File: src/rtl/itt_pkg.sv
package itt_pkg;
  // Index width that stays at least one bit for tiny parameter values.
  function automatic int unsigned idx_bits(int unsigned n);
    return (n < 2) ? 1 : $clog2(n);
  endfunction
endpackage

File: src/rtl/itt_tick_prescaler.sv
module itt_tick_prescaler import itt_pkg::*; #(
  parameter int TICK_DIV = 4,
  localparam int CNT_W = idx_bits(TICK_DIV)
) (
  input  logic clk,
  input  logic rst,
  input  logic enable,
  input  logic tick_in,
  input  logic sweep_busy,
  output logic sweep_go
);
  logic [CNT_W-1:0] cnt_q;

  always_ff @(posedge clk) begin
    if (rst || !enable) begin
      cnt_q    <= '0;
      sweep_go <= 1'b0;
    end else begin
      sweep_go <= 1'b0;
      if (tick_in) begin
        if (cnt_q == CNT_W'(TICK_DIV - 1)) begin
          cnt_q    <= '0;
          sweep_go <= !sweep_busy;
        end else begin
          cnt_q <= cnt_q + 1'b1;
        end
      end
    end
  end

  // TICK_DIV is at least 2, so a start pulse is never two cycles long.
  assert_go_pulse_R3: assert property (@(posedge clk) disable iff (rst)
    sweep_go |=> !sweep_go);
endmodule

File: src/rtl/itt_sweeper.sv
module itt_sweeper import itt_pkg::*; #(
  parameter int ENTRIES = 16,
  localparam int IDX_W = idx_bits(ENTRIES)
) (
  input  logic             clk,
  input  logic             rst,
  input  logic             sweep_go,
  output logic             sweep_active,
  output logic [IDX_W-1:0] sweep_idx
);
  localparam logic [IDX_W-1:0] LAST = IDX_W'(ENTRIES - 1);

  always_ff @(posedge clk) begin
    if (rst) begin
      sweep_active <= 1'b0;
      sweep_idx    <= '0;
    end else if (sweep_active) begin
      if (sweep_idx == LAST) begin
        sweep_active <= 1'b0;
        sweep_idx    <= '0;
      end else begin
        sweep_idx <= sweep_idx + 1'b1;
      end
    end else if (sweep_go) begin
      sweep_active <= 1'b1;
      sweep_idx    <= '0;
    end
  end

  // Entries are visited in ascending order, one per cycle.
  assert_step_R10: assert property (@(posedge clk) disable iff (rst)
    sweep_active && $past(sweep_active) |-> sweep_idx == $past(sweep_idx) + 1'b1);
endmodule

File: src/rtl/itt_entry_table.sv
module itt_entry_table import itt_pkg::*; #(
  parameter int ENTRIES = 16,
  parameter int TTL_W   = 4,
  localparam int IDX_W  = idx_bits(ENTRIES)
) (
  input  logic             clk,
  input  logic             rst,
  input  logic             mode_notify,
  input  logic             hit_valid,
  input  logic             hit_miss,
  input  logic [IDX_W-1:0] hit_idx,
  input  logic             cfg_valid,
  input  logic [IDX_W-1:0] cfg_idx,
  input  logic [TTL_W-1:0] cfg_ttl,
  input  logic             sweep_active,
  input  logic [IDX_W-1:0] sweep_idx,
  input  logic             fifo_full,
  output logic             push_req,
  output logic [IDX_W-1:0] push_idx
);
  logic [TTL_W-1:0]   ttl_q [ENTRIES];
  logic [TTL_W-1:0]   age_q [ENTRIES];
  logic [ENTRIES-1:0] fired_q;

  logic [TTL_W-1:0] cur_age, nxt_age, cur_ttl;
  logic             cur_fired, touched, due;

  always_comb begin
    cur_age   = age_q[sweep_idx];
    cur_ttl   = ttl_q[sweep_idx];
    cur_fired = fired_q[sweep_idx];
    nxt_age   = (cur_age == {TTL_W{1'b1}}) ? cur_age : cur_age + 1'b1;
    // A hit or a TTL write on the swept entry wins over aging it.
    touched   = (cfg_valid && cfg_idx == sweep_idx) ||
                (hit_valid && !hit_miss && hit_idx == sweep_idx);
    due       = sweep_active && mode_notify && (cur_ttl != '0) &&
                !cur_fired && !touched && (nxt_age >= cur_ttl);
    push_req  = due && !fifo_full;
    push_idx  = sweep_idx;
  end

  always_ff @(posedge clk) begin
    if (rst) begin
      for (int e = 0; e < ENTRIES; e++) begin
        ttl_q[e] <= '0;
        age_q[e] <= '0;
      end
      fired_q <= '0;
    end else begin
      for (int e = 0; e < ENTRIES; e++) begin
        if (cfg_valid && cfg_idx == IDX_W'(e))
          ttl_q[e] <= cfg_ttl;
        if (!mode_notify ||
            (cfg_valid && cfg_idx == IDX_W'(e)) ||
            (hit_valid && !hit_miss && hit_idx == IDX_W'(e))) begin
          age_q[e]   <= '0;
          fired_q[e] <= 1'b0;
        end else if (sweep_active && sweep_idx == IDX_W'(e)) begin
          age_q[e] <= nxt_age;
          if (push_req)
            fired_q[e] <= 1'b1;
        end
      end
    end
  end

  assert_rearm_R5: assert property (@(posedge clk) disable iff (rst)
    hit_valid && !hit_miss && mode_notify |=>
      age_q[$past(hit_idx)] == '0 && !fired_q[$past(hit_idx)]);

  assert_cfg_R11: assert property (@(posedge clk) disable iff (rst)
    cfg_valid |=> ttl_q[$past(cfg_idx)] == $past(cfg_ttl));

  assert_age_off_R2: assert property (@(posedge clk) disable iff (rst)
    !mode_notify |=> age_q[0] == '0 && fired_q == '0);
endmodule

File: src/rtl/itt_note_fifo.sv
module itt_note_fifo import itt_pkg::*; #(
  parameter int DEPTH = 4,
  parameter int W     = 4,
  localparam int PTR_W = idx_bits(DEPTH)
) (
  input  logic         clk,
  input  logic         rst,
  input  logic         push,
  input  logic [W-1:0] push_data,
  output logic         full,
  input  logic         pop_ready,
  output logic         out_valid,
  output logic [W-1:0] out_data
);
  logic [W-1:0]     mem_q [DEPTH];
  logic [PTR_W-1:0] wr_q, rd_q;
  logic [PTR_W:0]   cnt_q;
  logic             pop;

  assign full      = (cnt_q == (PTR_W+1)'(DEPTH));
  assign out_valid = (cnt_q != '0);
  assign out_data  = mem_q[rd_q];
  assign pop       = out_valid && pop_ready;

  function automatic logic [PTR_W-1:0] wrap_inc(input logic [PTR_W-1:0] p);
    return (p == PTR_W'(DEPTH - 1)) ? '0 : p + 1'b1;
  endfunction

  always_ff @(posedge clk) begin
    if (push)
      mem_q[wr_q] <= push_data;
  end

  always_ff @(posedge clk) begin
    if (rst) begin
      wr_q  <= '0;
      rd_q  <= '0;
      cnt_q <= '0;
    end else begin
      if (push) wr_q <= wrap_inc(wr_q);
      if (pop)  rd_q <= wrap_inc(rd_q);
      case ({push, pop})
        2'b10:   cnt_q <= cnt_q + 1'b1;
        2'b01:   cnt_q <= cnt_q - 1'b1;
        default: cnt_q <= cnt_q;
      endcase
    end
  end

  assert_no_overflow_R9: assert property (@(posedge clk) disable iff (rst)
    full |-> !push);

  assert_hold_R10: assert property (@(posedge clk) disable iff (rst)
    out_valid && !pop_ready |=> out_valid && $stable(out_data));
endmodule

File: src/rtl/idle_timeout_tracker.sv
module idle_timeout_tracker import itt_pkg::*; #(
  parameter int ENTRIES    = 16,
  parameter int TTL_W      = 4,
  parameter int TICK_DIV   = 4,
  parameter int FIFO_DEPTH = 4,
  localparam int IDX_W     = idx_bits(ENTRIES)
) (
  input  logic             clk,
  input  logic             rst,
  input  logic             mode_notify,
  input  logic             tick_in,
  input  logic             hit_valid,
  input  logic             hit_miss,
  input  logic [IDX_W-1:0] hit_idx,
  input  logic             cfg_valid,
  input  logic [IDX_W-1:0] cfg_idx,
  input  logic [TTL_W-1:0] cfg_ttl,
  input  logic             note_ready,
  output logic             note_valid,
  output logic [IDX_W-1:0] note_idx
);
  logic             sweep_go, sweep_active, fifo_full, push_req;
  logic [IDX_W-1:0] sweep_idx, push_idx;

  itt_tick_prescaler #(.TICK_DIV(TICK_DIV)) u_prescale (
    .clk(clk), .rst(rst), .enable(mode_notify), .tick_in(tick_in),
    .sweep_busy(sweep_active), .sweep_go(sweep_go)
  );

  itt_sweeper #(.ENTRIES(ENTRIES)) u_sweep (
    .clk(clk), .rst(rst), .sweep_go(sweep_go),
    .sweep_active(sweep_active), .sweep_idx(sweep_idx)
  );

  itt_entry_table #(.ENTRIES(ENTRIES), .TTL_W(TTL_W)) u_table (
    .clk(clk), .rst(rst), .mode_notify(mode_notify),
    .hit_valid(hit_valid), .hit_miss(hit_miss), .hit_idx(hit_idx),
    .cfg_valid(cfg_valid), .cfg_idx(cfg_idx), .cfg_ttl(cfg_ttl),
    .sweep_active(sweep_active), .sweep_idx(sweep_idx),
    .fifo_full(fifo_full), .push_req(push_req), .push_idx(push_idx)
  );

  itt_note_fifo #(.DEPTH(FIFO_DEPTH), .W(IDX_W)) u_fifo (
    .clk(clk), .rst(rst), .push(push_req), .push_data(push_idx),
    .full(fifo_full), .pop_ready(note_ready),
    .out_valid(note_valid), .out_data(note_idx)
  );
endmodule

File: config.mk
export PLATFORM = sky130hd
export DESIGN_NAME = idle_timeout_tracker
export DESIGN_NICKNAME = d
export VERILOG_FILES = /design/src/rtl/itt_pkg.sv /design/src/rtl/itt_tick_prescaler.sv /design/src/rtl/itt_sweeper.sv /design/src/rtl/itt_entry_table.sv /design/src/rtl/itt_note_fifo.sv /design/src/rtl/idle_timeout_tracker.sv
export SDC_FILE = /design/constraint.sdc
export NUM_CORES = 1
export LEC_CHECK = 0
export BUFFER_PORTS_ARGS = -buffer_cell sky130_fd_sc_hd__clkbuf_2
export CELL_PAD_IN_SITES_DETAIL_PLACEMENT = 1
export CELL_PAD_IN_SITES_GLOBAL_PLACEMENT = 1
export CORE_AREA = 4 4 153 155
export DETAILED_ROUTE_END_ITERATION = 8
export DIE_AREA = 0 0 157 159
export PLACE_DENSITY = 0.75
export RECOVER_POWER = 50
export SETUP_SLACK_MARGIN = 0.2
export SLEW_MARGIN = 20
export SYNTH_ARGS = -nofsm -noshare
export SYNTH_HDL_FRONTEND = slang
export SYNTH_SLANG_ARGS = --single-unit
File: constraint.sdc
create_clock -name clk -period 5.15 [get_ports clk]
set_clock_uncertainty 0.2 [all_clocks]
set_input_delay 0.2575 -clock clk [delete_from_list [all_inputs] [get_ports clk]]
set_output_delay 0.2575 -clock clk [all_outputs]
set_load 0.03 [all_outputs]
# Yosys cells after proc, flatten, opt, wreduce, memory -nomap -nowiden
# Memories as Yosys holds them, arrays and structs flattened. A register that Yosys moved wholly into a read port is not among the register bits.
# Cells that the tools add are included.
dict set report classes {
  n_addsub 7
  magnitude_cmp 2
  n_eq_ne 54
  muxes 231
  n_bitwise 50
  reduce_logical 138
}
# operator n
set ops {}
lappend ops {{$mux W4} 56}
lappend ops {{$mux W1} 168}
lappend ops {{$eq A4 B4 Y1 const B} 25}
lappend ops {{$logic_and A1 B1 Y1} 58}
lappend ops {{$eq A4 B3 Y1 const B} 12}
lappend ops {{$or A1 B1 Y1} 48}
lappend ops {{$logic_or A1 B1 Y1} 34}
lappend ops {{$reduce_and A2 Y1} 16}
lappend ops {{$reduce_or A2 Y1} 16}
lappend ops {{$eq A4 B2 Y1 const B} 6}
lappend ops {{$eq A4 B1 Y1 const B} 3}
lappend ops {{$logic_not A4 Y1} 3}
lappend ops {{$mux W2} 5}
lappend ops {{$add A4 B1 Y4 const B} 2}
lappend ops {{$eq A2 B2 Y1 const B} 4}
lappend ops {{$eq A4 B4 Y1} 2}
lappend ops {{$add A2 B1 Y2 const B} 3}
lappend ops {{$logic_not A1 Y1} 6}
lappend ops {{$pmux W3 S2} 1}
lappend ops {{$lt A4 B5 Y1 const B} 1}
lappend ops {{$bmux W1 S4} 1}
lappend ops {{$ge A4 B4 Y1} 1}
lappend ops {{$reduce_bool A2 Y1} 2}
lappend ops {{$reduce_bool A4 Y1} 1}
lappend ops {{other kinds (7)} 8}
dict set report totals {
  register_bits 31
  ramBits 144
  inputBits 20
  output_inout_bits 5
  memories 3
}
# memory words width rd rd_ports_with_merged_regs wr line_no
set memory_table {}
lappend memory_table {u_table.age_q 16 4 1 1 16 itt_entry_table.sv:22} ;# logic [TTL_W-1:0] age_q [ENTRIES];
lappend memory_table {u_table.ttl_q 16 4 1 1 16 itt_entry_table.sv:21} ;# logic [TTL_W-1:0] ttl_q [ENTRIES];
lappend memory_table {u_fifo.mem_q 4 4 1 1 1 itt_note_fifo.sv:15} ;# logic [W-1:0] mem_q [DEPTH];

# Longest topological paths before layout
dict set report logic_depth {
  depth_word 10
  depth_mapped 27
  ltp_nobuf 20
}

# By module
# A second synthesis with hierarchy kept.
dict set report hier_totals {
  cells_unflattened 682
  hier_area_um2 8867.3
}
# mod n_inst cells_each area_each_um2 seq_area_each_um2
set by_module_without_submodules {}
lappend by_module_without_submodules {itt_entry_table 1 574 7442.1 4164.0}
lappend by_module_without_submodules {itt_note_fifo 1 69 1044.8 660.6}
lappend by_module_without_submodules {itt_sweeper 1 27 255.2 100.1}
lappend by_module_without_submodules {itt_tick_prescaler 1 12 125.1 60.1}

# Worst setup path before layout
# No wires, ideal clock.
dict set report synth_path {
  kind {register to register}
  startpoint {register with a tool-made name}
  endpoint {register u_fifo.cnt_q[2]}
  arrival_ns 5.137
  setup_slack_ns -0.258
  stages_incl_launch_ff 27
  synth_period_minus_slack_ns 5.408
  path_cell_list {dfxtp_1 buf_6 buf_8 buf_8 mux4_2 nor2b_1 a211oi_1 a21oi_1 ha_1 clkbuf_1 o211ai_1 mux2i_2 buf_2 inv_1 ha_1 a21o_1 a21o_1 a21oi_1 nor4b_2 buf_2 inv_1 ha_1 inv_1 fa_1 xor2_1 or3_1 a21oi_1}
}
# element line_no
set synth_lines {}
lappend synth_lines {{end signal: assignment} itt_note_fifo.sv:43} ;# 2'b10: cnt_q <= cnt_q + 1'b1;
lappend synth_lines {{end signal: assignment} itt_note_fifo.sv:44} ;# 2'b01: cnt_q <= cnt_q - 1'b1;
lappend synth_lines {{end signal: assignment} itt_note_fifo.sv:45} ;# default: cnt_q <= cnt_q;
lappend synth_lines {{end: declaration} itt_note_fifo.sv:17} ;# logic [PTR_W:0] cnt_q;

==> impl_metrics.json <==
{
  "die_area_mm2": 0.0250,
  "critical_path_class": "reg2reg",
  "clockBufferDepth": 2,
  "synthCells": 696,
  "avgSynthCellArea_um2": 12.5,
  "yosys.area.top_type": "edfxtp_1",
  "grt_max_degree": 38,
  "r2r_cells": 20,
  "max_stage_delay_ps": 530,
  "insertion_delay_ps": 430,
  "wire_per_inst_um": 21.5,
  "ys_ff_latch": 181,
  "path_cells": "mux4_2, mux2_2, nor2_1, a21oi_1, ha_4, clkbuf_2, o21ai_0, mux4_2, inv_1, ha_1, a21o_1, a21oi_2, nor4b_4, inv_2, ha_4, inv_2, fa_2, xor2_1, or3_1, a21oi_1",
  "finalSetupTns_ps": 0,
  "nets": 751,
  "drtAntennaViolNets": 0,
  "n_antenna_cell": 0,
  "critPathMaxFanout": 8,
  "die_w_um": 157,
  "hold_class": "in2reg",
  "antenna_found_initial": 0,
  "grt_overflow_total": 0,
  "max_cap_viol_count": 0,
  "syn_to_final_growth_pct": 11.7,
  "drive_gt1_frac": 0.175,
  "place_area_mm2": 0.00906,
  "worst_slew_pin_slew_ps": 1450,
  "crit_required_ps": 5290,
  "yosysSeqAreaShare": 0.583,
  "clock_sink_count": 181,
  "hold_end": "u_fifo.rd_q[1]",
  "design_area_mm2": 0.00970,
  "vias": 5703,
  "power_mw": 3.13,
  "netlist.area_leader.share": 0.498,
  "r2r_setup_slack_ps": 390,
  "finalCriticalPeriod_ps": 4760,
  "hold-worst-slack_ps": 38.2,
  "rr_endpoint": "u_fifo.cnt_q[2]",
  "dpl.cell_count": 970,
  "ys.flop_type": "edfxtp_1",
  "dpl.hpwl_um": 16100,
  "synth-edff-count": 144,
  "timing.final.max_slew_violations": 0,
  "relSlewSlack": 0.0342,
  "layout.cells.non_filler": 1007,
  "hold_violations": 0,
  "setup_violations": 0,
  "post-route-period-util": 0.923,
  "worstPathArrival_ps": 4900,
  "worstHoldPathCells": 4,
  "power_leakage_nw": 3.46,
  "fill_cells": 2270,
  "drt-initial-drc-count": 401,
  "cts_tree": "built",
  "die_height_um": 159,
  "cp_slowest_cell": "mux4_2",
  "ys_warn_count": 0,
  "htreeDepth": 4,
  "core-area_mm2": 0.0218,
  "yosys-top-cells-area": "edfxtp_1, mux4_2, dfxtp_1, nor2_1, ha_1",
  "grt_pass1_vias": 6124,
  "peakVddDrop_v": 0.000238,
  "numCtsBuffers": 17,
  "powerDensity_mw_per_mm2": 323,
  "grt.total_usage": 0.180,
  "drc": 0,
  "critPathCaptureType": "flop",
  "via_per_inst": 5.66,
  "multi_input_area_mm2": 0.00333,
  "min_from": "note_ready",
  "path_clk_slew_ps": 70,
  "drt-total-wl_um": 21700,
  "cts_root_buf": "clkbuf_16",
  "place.gp.congestion": 0.848,
  "async_flop_share": 0,
  "rsz0062_at_grt": "no",
  "start_util": 0.398,
  "status": "finished, final reports clean",
  "clock.fmax_mhz": 210,
  "portBuffers": 24,
  "synth_cell_types": 50,
  "syn-num-nets": 733,
  "regArea_mm2": 0.00507,
  "grt_pass1_wl_um": 34400,
  "dr.pass1.iters": 5,
  "io-pin-count": 25,
  "fp-row-count": 54,
  "synth_area_mm2": 0.00868,
  "crit_path_start_kind": "flop"
}
## report_power, final
| group | total, mW | switching, mW | internal [mW] |
|---|---|---|---|
| logic | 0.165 | 0.107 | 0.0572 |
| clock network | 1.32 | 0.587 | 0.729 |
| registers | 1.65 | 0.0202 | 1.63 |
## cell usage after synthesis, types with 2 or more instances
library cell and count:
mux4_2 44, nand3_1 14, mux2i_1 5, edfxtp_1 144, a22oi_1 4, a21o_1 2
o211ai_1 2, and2_1 5, nor3_1 7, buf_8 2, nand2b_1 27, mux2_2 2
mux2i_2 2, nand3b_1 8, or3_1 4, buf_6 4, inv_1 30, nor2_1 138
clkbuf_1 24, o22ai_1 4, and3_1 4, o21bai_1 4, xnor2_1 5, a211oi_1 2
o21ai_0 34, ha_1 16, a21oi_1 16, or2_2 4, nor3b_1 2, or4_1 14
buf_2 10, a22o_1 16, nor4_1 4, nand2_1 31, nor2b_1 6, dfxtp_1 37
a31oi_1 2, xor2_1 5
## timing repair
| item | 4_1_cts | 5_1_grt |
|---|---|---|
| gates cloned | 0 | 0 |
| hold endpoints to repair | 3 | 0 |
| setup endpoints to repair | 1 | 2 |
| pin swaps | 0 | 1 |
| setup buffers | 0 | 4 |
| hold buffers | 1 | 0 |
| gates resized for setup | 1 | 5 |
## critical path: cells and delay by family, from the launching register on
kind,cells,cell delay [ps]
flip-flops,1,430
AND/OR/NAND/NOR,3,570
buffers and inverters,4,320
multiplexers,3,1130
adder cells (fa/ha/maj),4,990
AO/OA/AOI/OAI,5,870
XOR/XNOR,1,160
## how the worst max path moves through the flow
stage / cells past startpoint / from / slack (ps) / endpoint
6_report: 20 / flop / 390 / u_fifo.cnt_q[2]
5_1_grt: 20 / flop / 170 / u_fifo.cnt_q[2]
4_1_cts: 20 / flop / 280 / u_fifo.cnt_q[2]
3_5_place_dp: 20 / flop / 190 / u_fifo.cnt_q[2]
3_3_place_gp: 20 / flop / 420 / u_fifo.cnt_q[2]
2_1_floorplan: 26 / flop / 140 / u_fifo.cnt_q[2]
## flip-flops by register name (all words and copies together) (netlist names), named ones only
signal and flops:
u_fifo.wr_q 2, u_prescale.sweep_go 1, u_fifo.mem_q 16, u_fifo.rd_q 2, u_prescale.cnt_q 2, u_table.fired_q 16, u_sweep.sweep_active 1, u_table.ttl_q 64
u_table.age_q 64, u_sweep.sweep_idx 4, u_fifo.cnt_q 3
## cells by family (layout without fill, tap and decap cells)
group | count (synthesis) | after routing | synth area share
AO/OA/AOI/OAI | 93 | 93 | 0.0684
XOR/XNOR | 10 | 10 | 0.0101
adder cells (fa/ha/maj) | 17 | 17 | 0.0254
buffers and inverters | 71 | 102 | 0.0386
flip-flops | 181 | 181 | 0.583
multiplexers | 53 | 53 | 0.126
AND/OR/NAND/NOR | 271 | 271 | 0.149
## layer usage
layer	up-vias	wire length (µm)	track usage
li1	2602	-	-
met1	2865	9240	0.242
met2	184	10700	0.292
met3	52	1030	0.0310
met4	0	716	0.0663
met5	-	0	0
## layout by cell type (no fill, tap or decap), drive strengths merged, types with 2 or more instances in the layout
cell,n
a211oi,2
a21o,2
a21oi,16
a22o,16
a22oi,4
a31oi,2
and2,5
and3,4
buf,12
bufinv,2
clkbuf,44
clkinv,5
dfxtp,37
edfxtp,144
ha,16
inv,37
mux2,2
mux2i,7
mux4,44
nand2,31
nand2b,27
nand3,14
nand3b,8
nor2,138
nor2b,6
nor3,7
nor3b,2
nor4,4
o211ai,3
o21ai,35
o21bai,4
o22ai,4
or2,4
or3,4
or4,14
xnor2,5
xor2,5
## through the flow
step,setup WS (ps),util
after floorplan,136,-
after global placement,417,0.415
after detailed placement,187,0.415
after CTS,278,0.443
after global routing,166,0.444
final,394,0.444
## cell type report
type | count | area share
flip-flops and latches | 181 | 0.523
repair buffers | 40 | 0.0250
well taps | 280 | 0.0361
clock inverters | 15 | 0.0173
inverters | 30 | 0.0116
multi-input cells | 444 | 0.343
clock buffers | 17 | 0.0439
(Power assumes the default switching activity.)
